File: src/rtl/rtc_shadow_pkg.sv
// Package: shared types and constants for the time snapshot / write buffer.
// Assumes byte 0 = seconds, 1 = minutes, 2 = hours; higher bytes are not counted.
package rtc_shadow_pkg;

    localparam int BYTE_W = 8;

    typedef logic [BYTE_W-1:0] byte_t;

    typedef enum logic [1:0] {
        SES_IDLE  = 2'd0,
        SES_READ  = 2'd1,
        SES_WRITE = 2'd2
    } session_t;

    // Rollover modulus of a counted byte; 0 marks a byte that is held, not counted.
    function automatic int roll_limit(input int idx);
        case (idx)
            0:       return 60;
            1:       return 60;
            2:       return 24;
            default: return 0;
        endcase
    endfunction

endpackage

File: src/rtl/rtc_sec_prescaler.sv
// Module: divides the clock down to one tick per second.
// Assumes: TICKS_PER_SEC >= 2. A restart forces the count to zero, so the next
// tick comes exactly TICKS_PER_SEC cycles after the restart edge.
module rtc_sec_prescaler #(
    parameter int TICKS_PER_SEC = 1000
) (
    input  logic clk,
    input  logic rst_n,
    input  logic restart,
    output logic tick
);
    localparam int CNT_W = (TICKS_PER_SEC > 1) ? $clog2(TICKS_PER_SEC) : 1;
    localparam logic [CNT_W-1:0] LAST = CNT_W'(TICKS_PER_SEC - 1);

    logic [CNT_W-1:0] cnt_q;

    // Purpose: free-running modulo counter, zeroed on restart.
    always_ff @(posedge clk) begin
        if (!rst_n || restart) begin
            cnt_q <= '0;
        end else if (cnt_q == LAST) begin
            cnt_q <= '0;
        end else begin
            cnt_q <= cnt_q + 1'b1;
        end
    end

    // Purpose: tick on the last count of each second.
    always_comb begin
        tick = (cnt_q == LAST);
    end

    AST_NO_TICK_AFTER_RESTART: assert property (@(posedge clk) disable iff (!rst_n)
        $past(restart) |-> !tick);

endmodule

File: src/rtl/rtc_time_keeper.sv
// Module: live time-of-day registers, with binary rollover on counted bytes and
// a masked parallel load. Assumes a load and a tick do not need to both apply:
// on a load edge the increment is dropped, because the prescaler restarts.
module rtc_time_keeper
    import rtc_shadow_pkg::*;
#(
    parameter int NUM_BYTES = 8
) (
    input  logic                        clk,
    input  logic                        rst_n,
    input  logic                        tick,
    input  logic                        load_en,
    input  logic [NUM_BYTES-1:0]        load_mask,
    input  logic [NUM_BYTES*BYTE_W-1:0] load_data,
    output logic [NUM_BYTES*BYTE_W-1:0] time_q
);
    logic [NUM_BYTES:0] carry;

    // Purpose: the seconds tick enters the carry chain at byte 0.
    always_comb begin
        carry[0] = tick;
    end

    for (genvar gi = 0; gi < NUM_BYTES; gi++) begin : g_byte
        localparam int LIM = roll_limit(gi);
        byte_t cur;
        byte_t nxt;
        logic  wrap;

        // Purpose: view of this byte inside the flat time vector.
        always_comb begin
            cur = time_q[gi*BYTE_W +: BYTE_W];
        end

        if (LIM > 0) begin : g_counted
            // Purpose: modulo increment of this byte when the carry reaches it.
            always_comb begin
                wrap = (cur >= byte_t'(LIM - 1));
                nxt  = cur;
                if (carry[gi]) begin
                    nxt = wrap ? '0 : cur + 1'b1;
                end
                carry[gi+1] = carry[gi] && wrap;
            end
        end else begin : g_held
            // Purpose: held byte; it takes no increment and stops the carry.
            always_comb begin
                wrap        = 1'b0;
                nxt         = cur;
                carry[gi+1] = 1'b0;
            end
        end

        // Purpose: the register of this byte, where a masked load wins over the count.
        always_ff @(posedge clk) begin
            if (!rst_n) begin
                time_q[gi*BYTE_W +: BYTE_W] <= '0;
            end else if (load_en) begin
                if (load_mask[gi]) begin
                    time_q[gi*BYTE_W +: BYTE_W] <= load_data[gi*BYTE_W +: BYTE_W];
                end
            end else begin
                time_q[gi*BYTE_W +: BYTE_W] <= nxt;
            end
        end
    end

    AST_TIME_FROZEN_BETWEEN_TICKS: assert property (@(posedge clk) disable iff (!rst_n)
        (!tick && !load_en) |=> $stable(time_q));

    AST_LOAD_KEEPS_UNMASKED: assert property (@(posedge clk) disable iff (!rst_n)
        (load_en && !load_mask[0]) |=> (time_q[BYTE_W-1:0] == $past(time_q[BYTE_W-1:0])));

endmodule

File: src/rtl/rtc_shadow_buf.sv
// Module: an eight-byte shadow buffer, shared by read snapshots and staged writes,
// with a per-byte written mask. Assumes wr_idx < NUM_BYTES. A capture wins over a
// write in the same cycle.
module rtc_shadow_buf
    import rtc_shadow_pkg::*;
#(
    parameter int NUM_BYTES = 8,
    localparam int IDX_W = $clog2(NUM_BYTES)
) (
    input  logic                        clk,
    input  logic                        rst_n,
    input  logic                        cap_en,
    input  logic [NUM_BYTES*BYTE_W-1:0] cap_data,
    input  logic                        wr_en,
    input  logic [IDX_W-1:0]            idx,
    input  byte_t                       wr_data,
    output byte_t                       rd_data,
    output logic [NUM_BYTES*BYTE_W-1:0] buf_flat,
    output logic [NUM_BYTES-1:0]        mask_q
);
    byte_t buf_q [NUM_BYTES];

    for (genvar gi = 0; gi < NUM_BYTES; gi++) begin : g_entry
        // Purpose: one buffer entry, either loaded by a capture or replaced by a write.
        always_ff @(posedge clk) begin
            if (!rst_n) begin
                buf_q[gi]  <= '0;
                mask_q[gi] <= 1'b0;
            end else if (cap_en) begin
                buf_q[gi]  <= cap_data[gi*BYTE_W +: BYTE_W];
                mask_q[gi] <= 1'b0;
            end else if (wr_en && (idx == IDX_W'(gi))) begin
                buf_q[gi]  <= wr_data;
                mask_q[gi] <= 1'b1;
            end
        end

        // Purpose: flatten the entry for the commit path.
        always_comb begin
            buf_flat[gi*BYTE_W +: BYTE_W] = buf_q[gi];
        end
    end

    // Purpose: return the byte that the index selects.
    always_comb begin
        rd_data = buf_q[idx];
    end

    AST_MASK_CLEARED_ON_CAPTURE: assert property (@(posedge clk) disable iff (!rst_n)
        cap_en |=> (mask_q == '0));

    AST_WRITE_SETS_MASK: assert property (@(posedge clk) disable iff (!rst_n)
        (wr_en && !cap_en) |=> mask_q[$past(idx)]);

    AST_WRITE_LANDS: assert property (@(posedge clk) disable iff (!rst_n)
        (wr_en && !cap_en) |=> (buf_q[$past(idx)] == $past(wr_data)));

endmodule

File: src/rtl/rtc_session_ctrl.sv
// Module: transaction session tracker. Priority runs abort, then write capture,
// then read capture, then commit. Assumes each strobe is a single-cycle pulse.
module rtc_session_ctrl
    import rtc_shadow_pkg::*;
(
    input  logic     clk,
    input  logic     rst_n,
    input  logic     capture_rd,
    input  logic     capture_wr,
    input  logic     commit,
    input  logic     abort,
    output session_t state_q,
    output logic     cap_en,
    output logic     wr_ok,
    output logic     load_en
);
    // Purpose: decode the strobes into buffer and counter controls.
    always_comb begin
        cap_en  = !abort && (capture_wr || capture_rd);
        wr_ok   = (state_q == SES_WRITE) && !abort && !cap_en;
        load_en = (state_q == SES_WRITE) && commit && !abort && !cap_en;
    end

    // Purpose: session state update.
    always_ff @(posedge clk) begin
        if (!rst_n) begin
            state_q <= SES_IDLE;
        end else if (abort) begin
            state_q <= SES_IDLE;
        end else if (capture_wr) begin
            state_q <= SES_WRITE;
        end else if (capture_rd) begin
            state_q <= SES_READ;
        end else if (commit) begin
            state_q <= SES_IDLE;
        end
    end

    AST_ABORT_CLOSES: assert property (@(posedge clk) disable iff (!rst_n)
        abort |=> (state_q == SES_IDLE));

    AST_LOAD_ONLY_IN_WRITE: assert property (@(posedge clk) disable iff (!rst_n)
        load_en |-> (state_q == SES_WRITE));

    AST_WR_CAPTURE_WINS: assert property (@(posedge clk) disable iff (!rst_n)
        (capture_wr && capture_rd && !abort) |=> (state_q == SES_WRITE));

endmodule

File: src/rtl/rtc_shadow_core.sv
// Module: top of the snapshot / staged write block. Connects the session tracker,
// the shadow buffer, the prescaler and the live counter. Assumes byte_idx < NUM_BYTES
// and single-cycle strobes from the serial engine.
module rtc_shadow_core
    import rtc_shadow_pkg::*;
#(
    parameter int NUM_BYTES     = 8,
    parameter int TICKS_PER_SEC = 1000,
    localparam int IDX_W  = $clog2(NUM_BYTES),
    localparam int TIME_W = NUM_BYTES * BYTE_W
) (
    input  logic              clk,
    input  logic              rst_n,
    input  logic              capture_rd,
    input  logic              capture_wr,
    input  logic              wr_en,
    input  logic [IDX_W-1:0]  byte_idx,
    input  logic [7:0]        wr_data,
    input  logic              commit,
    input  logic              abort,
    output logic [7:0]        rd_data,
    output logic [TIME_W-1:0] time_now
);
    session_t             state;
    logic                 cap_en;
    logic                 wr_ok;
    logic                 load_en;
    logic                 sec_tick;
    logic [TIME_W-1:0]    buf_flat;
    logic [NUM_BYTES-1:0] written;
    logic                 buf_wr;

    // Purpose: let a byte into the buffer only inside an open write session.
    always_comb begin
        buf_wr = wr_en && wr_ok;
    end

    rtc_session_ctrl u_ctrl (
        .clk        (clk),
        .rst_n      (rst_n),
        .capture_rd (capture_rd),
        .capture_wr (capture_wr),
        .commit     (commit),
        .abort      (abort),
        .state_q    (state),
        .cap_en     (cap_en),
        .wr_ok      (wr_ok),
        .load_en    (load_en)
    );

    rtc_shadow_buf #(.NUM_BYTES(NUM_BYTES)) u_buf (
        .clk      (clk),
        .rst_n    (rst_n),
        .cap_en   (cap_en),
        .cap_data (time_now),
        .wr_en    (buf_wr),
        .idx      (byte_idx),
        .wr_data  (wr_data),
        .rd_data  (rd_data),
        .buf_flat (buf_flat),
        .mask_q   (written)
    );

    rtc_sec_prescaler #(.TICKS_PER_SEC(TICKS_PER_SEC)) u_presc (
        .clk     (clk),
        .rst_n   (rst_n),
        .restart (load_en),
        .tick    (sec_tick)
    );

    rtc_time_keeper #(.NUM_BYTES(NUM_BYTES)) u_time (
        .clk       (clk),
        .rst_n     (rst_n),
        .tick      (sec_tick),
        .load_en   (load_en),
        .load_mask (written),
        .load_data (buf_flat),
        .time_q    (time_now)
    );

    AST_STRAY_WRITE_IGNORED: assert property (@(posedge clk) disable iff (!rst_n)
        (wr_en && (state != SES_WRITE) && !cap_en) |=> $stable(buf_flat));

    AST_STRAY_COMMIT_NO_LOAD: assert property (@(posedge clk) disable iff (!rst_n)
        (commit && (state != SES_WRITE) && !sec_tick) |=> $stable(time_now));

    AST_SNAPSHOT_HELD: assert property (@(posedge clk) disable iff (!rst_n)
        ((state == SES_READ) && !cap_en) |=> $stable(buf_flat));

endmodule

File: config.mk
export PLATFORM = sky130hd
export DESIGN_NAME = rtc_shadow_core
export DESIGN_NICKNAME = d
export VERILOG_FILES = /design/src/rtl/rtc_shadow_pkg.sv /design/src/rtl/rtc_sec_prescaler.sv /design/src/rtl/rtc_time_keeper.sv /design/src/rtl/rtc_shadow_buf.sv /design/src/rtl/rtc_session_ctrl.sv /design/src/rtl/rtc_shadow_core.sv
export SDC_FILE = /design/constraint.sdc
export NUM_CORES = 1
export LEC_CHECK = 0
export ABC_AREA = 1
export BUFFER_PORTS_ARGS = -buffer_cell sky130_fd_sc_hd__clkbuf_2
export CORE_MARGIN = 5
export CORE_UTILIZATION = 63
export CTS_CLUSTER_SIZE = 10
export DETAILED_ROUTE_END_ITERATION = 8
export PLACE_DENSITY_LB_ADDON = 0.05
export SLEW_MARGIN = 20
export SYNTH_ARGS = -nofsm -noshare
export SYNTH_HDL_FRONTEND = slang
export SYNTH_SLANG_ARGS = --single-unit
export TNS_END_PERCENT = 100
File: constraint.sdc
create_clock -name clk -period 3.6 [get_ports clk]
set_input_delay 0.36 -clock clk [delete_from_list [all_inputs] [get_ports clk]]
set_output_delay 0.36 -clock clk [all_outputs]
set_load 0.005 [all_outputs]
==> results.cfg, run 1 <==
[placed_design]
gp_congestion = 0.994
io_buffers = 89
dp_cells = 1069
place_worst_setup_slack_ns = 1.32
hpwl_mm = 14.1

[synthesis]
ys_seq_area_share_pct = 49.9
async_flop_share_pct = 0
synth_nets = 898
synth_area_per_cell_um2 = 8.24
ys.flop_type = dfxtp_1
netlist.area_leader.share_pct = 26.6
synth_seq_cells = 148
synthCells = 876
synth_area_um2 = 7220
synth_common_cells = nand2_1 (198), inv_1 (99), o21ai_0 (87)
ys_warn_count = 0
synth_largest_area_cell = edfxtp_1
yosysUniqueCellTypes = 44
synth_edf_count = 64
synth_area_leaders = edfxtp_1 (27%), dfxtp_1 (23%), nand2_1 (10%)
synth_most_common_cell = nand2_1

[sta]
rsz0062_at_grt = no
hold_ws_ns = 0.184
timing.final.crit_period_ns = 2.21
fin_ws_ns = 1.39
hold_violations = 0
fin_tns_setup_ns = 0
slew_violations = 0
min_period_over_period_pct = 61.4
slew-limit-headroom_pct = 46.7
tightestPinTransition_ns = 0.798
finClkSkew_ns = 0.00924
max_freq_ghz = 0.452
setup_viol = 0

[worst_setup_path]
reg2reg_from = u_ctrl.state_q[1]
cp_slowest_cell = nor2_2
cp.depth = 8
cp_common_cell = clkbuf_2
crit_type = input port to output port
cp-startpoint = byte_idx[1]
rr_endpoint = u_time.g_byte[0].cur[7]
critical-path-top-delay-family = simple AND/OR/NAND/NOR gates
required_ns = 3.24
cpPeakStageDelay_ns = 0.48
path_buf_inv = 3
crit_path_end_kind = output port
rr_worst_depth = 9
crit_path_max_fanout = 16
rrSetupSlack_ns = 1.45
worstPathCellList = clkbuf_2 -> inv_1 -> nor2_2 -> a22oi_1 -> nand2_1 -> nor2_1 -> a31oi_1 -> clkbuf_2
arrival_ns = 1.85
endpoint = rd_data[6]
setup.worst_path.start_class = input port

[min_path]
hold_path.class = input port to flop

[detailed_routing]
drc = 0
via_per_inst = 5.93
postRouteAntennaNets = 0
vias = 6526
drt_iter0_drc = 725
drt-total-wl_mm = 20.1
wire_per_inst_um = 18.3
firstDrtPassIters = 7

[floorplanning]
rows = 39
initial_core_util_pct = 63.7
die_x_um = 117
fp.dieH_um = 117
io_pins = 90
dieArea_um2 = 13700
core_area_um2 = 11300

[cells_and_area]
antenna-diode-count = 0
layout-drive-gt1-share_pct = 17.1
fin_nets = 967
stdcell_count = 1101
synthToLayoutAreaGrowth_pct = 12.4

[grt]
track_usage_pct = 30.2
grt.met2_usage_pct = 47.2
grt_pass1_wl_mm = 31.5
grt_use_met1_pct = 39.9
grt_start_max_net_pins = 66
busiest_layer = met2
grt_pass1_vias = 5934
antenna_found_initial = 0
met3_usage_pct = 8.12
grt_overflow_total = 0

[clock_network]
cts_tree = yes
numCtsBuffers = 17
ctsHtreeMaxLevel = 4
ctsHoldBuffers = 0
cts.reportedPaths.clkPinSlew_ns = 0.06
cts-resized-gates = 0
clock_sinks = 148
clock_latency_ns = 0.43
cts_buffer_depth = 2
root_buffer = clkbuf_16
post_cts_buffers = 0

[run]
max-cap-violations = 0

[pwr]
pwr-share-comb_pct = 5.1
p_per_area_nw_per_um2 = 445
p_clk_share_pct = 44.3
p_sw_mw = 0.878
switching_share_pct = 24.3
power.leakage_nw = 3.39
vdd_drop_max_mv = 0.399
sequentialPowerShare_pct = 50.6
internal_power_mw = 2.73

[status]
status = finished, final reports clean
-- placed cells by master (no fill, tap or decap), types with 3 or more instances in the layout --
master / n
nor2_2: 5
o22ai_1: 4
nand3_2: 6
nand3_1: 41
o2111ai_1: 6
a21oi_1: 76
edfxtp_1: 64
clkinv_2: 4
nand2_1: 198
clkbuf_16: 17
o21ai_0: 87
nand4_1: 13
nor2_1: 69
inv_2: 4
nor2_4: 11
clkinvlp_4: 5
nand2_4: 8
o21ai_1: 17
buf_4: 3
ha_1: 4
inv_1: 99
dfxtp_1: 84
nor3_1: 4
a221oi_1: 6
a22oi_1: 5
xor2_1: 4
clkbuf_2: 89
-- registers in the layout, indices dropped and copies added, names as in the netlist --
| name | cells |
|---|---|
| u_ctrl.state_q | 2 |
| u_buf.buf_q | 64 |
| u_time.g_byte.cur | 64 |
| u_buf.mask_q | 8 |
| u_presc.cnt_q | 10 |
-- cell families (layout without fill, tap and decap cells) --
group                      after synthesis  in the layout  share of synthesized area (%)
DFF                                    148            148                           49.9
and+or+nand+nor                        363            363                           23.6
AOI/OAI and AO/OA                      209            209                           15.7
buffers and inverters                  147            229                           9.43
xor gates and xnor gates                 5              5                          0.607
adders and majority gates                4              4                          0.694
-- layout make-up --
class | instances | area [µm²]
clock buffers | 20 | 447
clock inverters | 12 | 83.8
fillers | 895 | 3210
inverters | 105 | 397
multi-input cells | 581 | 2930
flip-flops and latches | 148 | 3600
well taps | 143 | 179
repair buffers | 92 | 468
-- power by group through the flow --
stage          clock (mW)  sequential (mW)  combinational, mW
2_1_floorplan           0             1.84              0.118
3_3_place_gp            0             1.86              0.175
3_5_place_dp            0             1.86              0.178
4_1_cts              1.60             1.82              0.179
5_1_grt              1.69             1.83              0.197
6_report             1.60             1.82              0.183
-- metal layers --
layer | vias up | routed length (µm)
met5 | - | 0
met4 | 0 | 796
met3 | 67 | 1770
met2 | 362 | 9260
met1 | 3039 | 8310
li1 | 3058 | -
-- metrics by stage --
stage	util, %	area, µm²	power [mW]
2_1_floorplan	-	7220	1.96
3_3_place_gp	67.0	7580	2.03
3_5_place_dp	67.0	7580	2.04
4_1_cts	71.6	8110	3.60
5_1_grt	71.6	8110	3.71
6_report	71.6	8110	3.61
-- worst min path at each step --
stage	from	to	slack [ns]	depth (start not counted)
4_1_cts	capture_wr	u_ctrl.state_q[0]	0.17	2
3_3_place_gp	u_presc.cnt_q[0]	u_presc.cnt_q[0]	0.44	1
5_1_grt	capture_wr	u_ctrl.state_q[0]	0.18	2
3_5_place_dp	u_time.g_byte[3].cur[3]	u_time.g_byte[3].cur[3]	0.46	2
2_1_floorplan	u_presc.cnt_q[0]	u_presc.cnt_q[0]	0.43	1
6_report	capture_wr	u_ctrl.state_q[0]	0.18	2
Note: power is estimated with default switching activity, not from simulation.
==> run 2, diff against run 1 <==
- ABC_AREA: 1 -> 0
- CORE_UTILIZATION: 63 -> 52
- clock period: 3.6 -> 1.8 ns (I/O delays scaled with it)
==> run 2 against run 1 <==
Effect of this change:
- the run now ends with setup timing left
- largest cell class unchanged
- register-to-register slack worse by 1.7 ns
- first-iteration DRC count is 11% lower
- largest power group unchanged
- sequential share of layout area is 6.1 points lower
- sequential power is 100% higher
- critical path type is now flop to flop
- total power is 120% higher
- global-route usage is 4.7 points lower
- die area is 13% higher
- clock skew is 0.0027 ns lower
- wire length is 3.7% higher
- clock power is 130% higher
- final cell count is 12% lower
==> results.cfg, run 2 <==
[clock_network]
numCtsBuffers = 17
cts_tree = yes
cts_buffer_depth = 2
ctsHoldBuffers = 0
clock_sinks = 148
root_buffer = clkbuf_16
cts.reportedPaths.clkPinSlew_ns = 0.06
ctsHtreeMaxLevel = 4
clock_latency_ns = 0.42

[worst_setup_path]
crit_type = flop to flop
arrival_ns = 2.33
reg2reg_from = u_ctrl.state_q[0]
crit_path_max_fanout = 6
setup.worst_path.start_class = flop
crit_path_end_kind = flop
critical-path-top-delay-family = simple AND/OR/NAND/NOR gates
path_buf_inv = 4
cp-startpoint = u_ctrl.state_q[0]
required_ns = 2.11
cpPeakStageDelay_ns = 0.54
cp_slowest_cell = or4b_4
worstPathCellList = or4b_4 -> buf_6 -> nor3_4 -> buf_6 -> buf_12 -> buf_16 -> nand2_2 -> o211ai_1 -> nor2_1
cp_common_cell = buf_6

[sta]
max_freq_ghz = 0.493
rsz0062_at_grt = yes
finClkSkew_ns = 0.00657
fin_ws_ns = -0.228
slew-limit-headroom_pct = 54.2
setup_viol = 184
fin_tns_setup_ns = -18.25
slew_violations = 0
hold_violations = 0
tightestPinTransition_ns = 0.686
timing.final.crit_period_ns = 2.03
min_period_over_period_pct = 113

[cells_and_area]
synthToLayoutAreaGrowth_pct = 38.7
regArea_um2 = 3600
stdcell_count = 973
final_common_cell = clkbuf_2
fin_util_pct = 74.0
fill_cells = 855
stdcell_area_um2 = 9420
antenna-diode-count = 0
fin_nets = 810
layout-drive-gt1-share_pct = 43.1
multi_input_area_um2 = 3490
layout_common_cells = clkbuf_2 (89), dfxtp_1 (83), buf_4 (65)

[placed_design]
io_buffers = 89
dp_cells = 910
gp_congestion = 0.891
hpwl_mm = 14.1
place_area_um2 = 7930

[synthesis]
synthCells = 623
synth_most_common_cell = dfxtp_1
ys.flop_type = dfxtp_1
synth_area_um2 = 6790
synth_seq_cells = 148
synth_area_leaders = edfxtp_1 (28%), dfxtp_1 (25%), a22o_1 (8.3%)
yosysUniqueCellTypes = 57
synth_nets = 645
synth_common_cells = dfxtp_1 (84), a22o_1 (64), edfxtp_1 (64)
synth_edf_count = 64
synth_largest_area_cell = edfxtp_1
ys_warn_count = 0
synth_area_per_cell_um2 = 10.9
ys_seq_area_share_pct = 53.1
netlist.area_leader.share_pct = 28.3
async_flop_share_pct = 0

[grt]
antenna_found_initial = 0
grt_start_max_net_pins = 42
grt_overflow_total = 0
grt_pass1_wl_mm = 31.1
track_usage_pct = 25.6
grt_pass1_vias = 5671

[detailed_routing]
vias = 5980
via_per_inst = 6.15
drt-total-wl_mm = 20.9
postRouteAntennaNets = 0
firstDrtPassIters = 8
wire_per_inst_um = 21.4
drt_iter0_drc = 644
drc = 0

[pwr]
p_per_area_nw_per_um2 = 825
vdd_drop_max_mv = 0.894
power.leakage_nw = 3.61

[status]
status = finished, violations left
violations = setup timing

[floorplanning]
io_pins = 90
dieArea_um2 = 15400
core_area_um2 = 12700
rows = 41
fp.dieH_um = 124
die_x_um = 124
initial_core_util_pct = 53.3

[run]
max-cap-violations = 0

[min_path]
hold_path.class = input port to flop
min_from = capture_wr
## run 2: worst reg2reg max path: stages, from the launching register on
cell      delay, ns
dfxtp_1        0.31
or4b_4         0.54
buf_6          0.15
nor3_4         0.18
buf_6          0.17
buf_12         0.10
buf_16         0.12
nand2_2        0.06
o211ai_1       0.22
nor2_1         0.07
## run 2: logic make-up after synthesis
| family | synth area share, % |
|---|---|
| simple gates | 16.0 |
| compound gates | 18.3 |
| flops | 53.1 |
| buf+inv | 3.28 |
| mux | 7.25 |
| xor+xnor | 1.29 |
| fa+ha+maj | 0.737 |
## run 2: area by class of cell
class | instances | area share, %
clock buffers | 19 | 4.70
repair buffers | 188 | 15.5
clock inverters | 13 | 1.67
flip-flops and latches | 148 | 38.3
multi-input cells | 421 | 37.1
well taps | 172 | 2.29
inverters | 12 | 0.478
## run 2: worst paths after layout
check                                 end  slack, ns  cells after the start
setup reg to reg  u_time.g_byte[1].cur[5]      -0.23                      9
hold reg to reg   u_time.g_byte[7].cur[3]       0.48                      2
setup / recovery  u_time.g_byte[1].cur[5]      -0.23                      9
hold / removal          u_ctrl.state_q[0]       0.07                      3
## run 2: power by group
part,internal [mW],leakage (nW),switching (mW)
logic,0.207,1.95,0.289
clock network,2.21,0.287,1.40
registers,3.58,1.37,0.0776
## run 2: through the flow
| step | setup slack (ns) | total power [mW] | hold WS (ns) |
|---|---|---|---|
| CTS | -0.195 | 7.73 | 0.0595 |
| global placement | -0.182 | 4.14 | 0.458 |
| detailed placement | -0.264 | 4.16 | 0.467 |
| global route | -0.293 | 7.98 | 0.0851 |
| finish | -0.228 | 7.77 | 0.0727 |
| floorplan | -0.201 | 3.93 | 0.259 |
## run 2: timing repair
item	4_1_cts	5_1_grt
setup buffers	15	17
resized for setup	47	87
pin swaps	37	50
gates cloned	3	1
endpoints found under the setup margin	197	203
## run 2: metal layers
layer  up-vias  routed length, µm  global-route usage [%]
met5         -                  0                       0
met4         0                468                    7.54
met3        44               2150                    8.40
met2       334               9760                    39.3
met1      2883               8490                    34.6
li1       2719                  -                       -
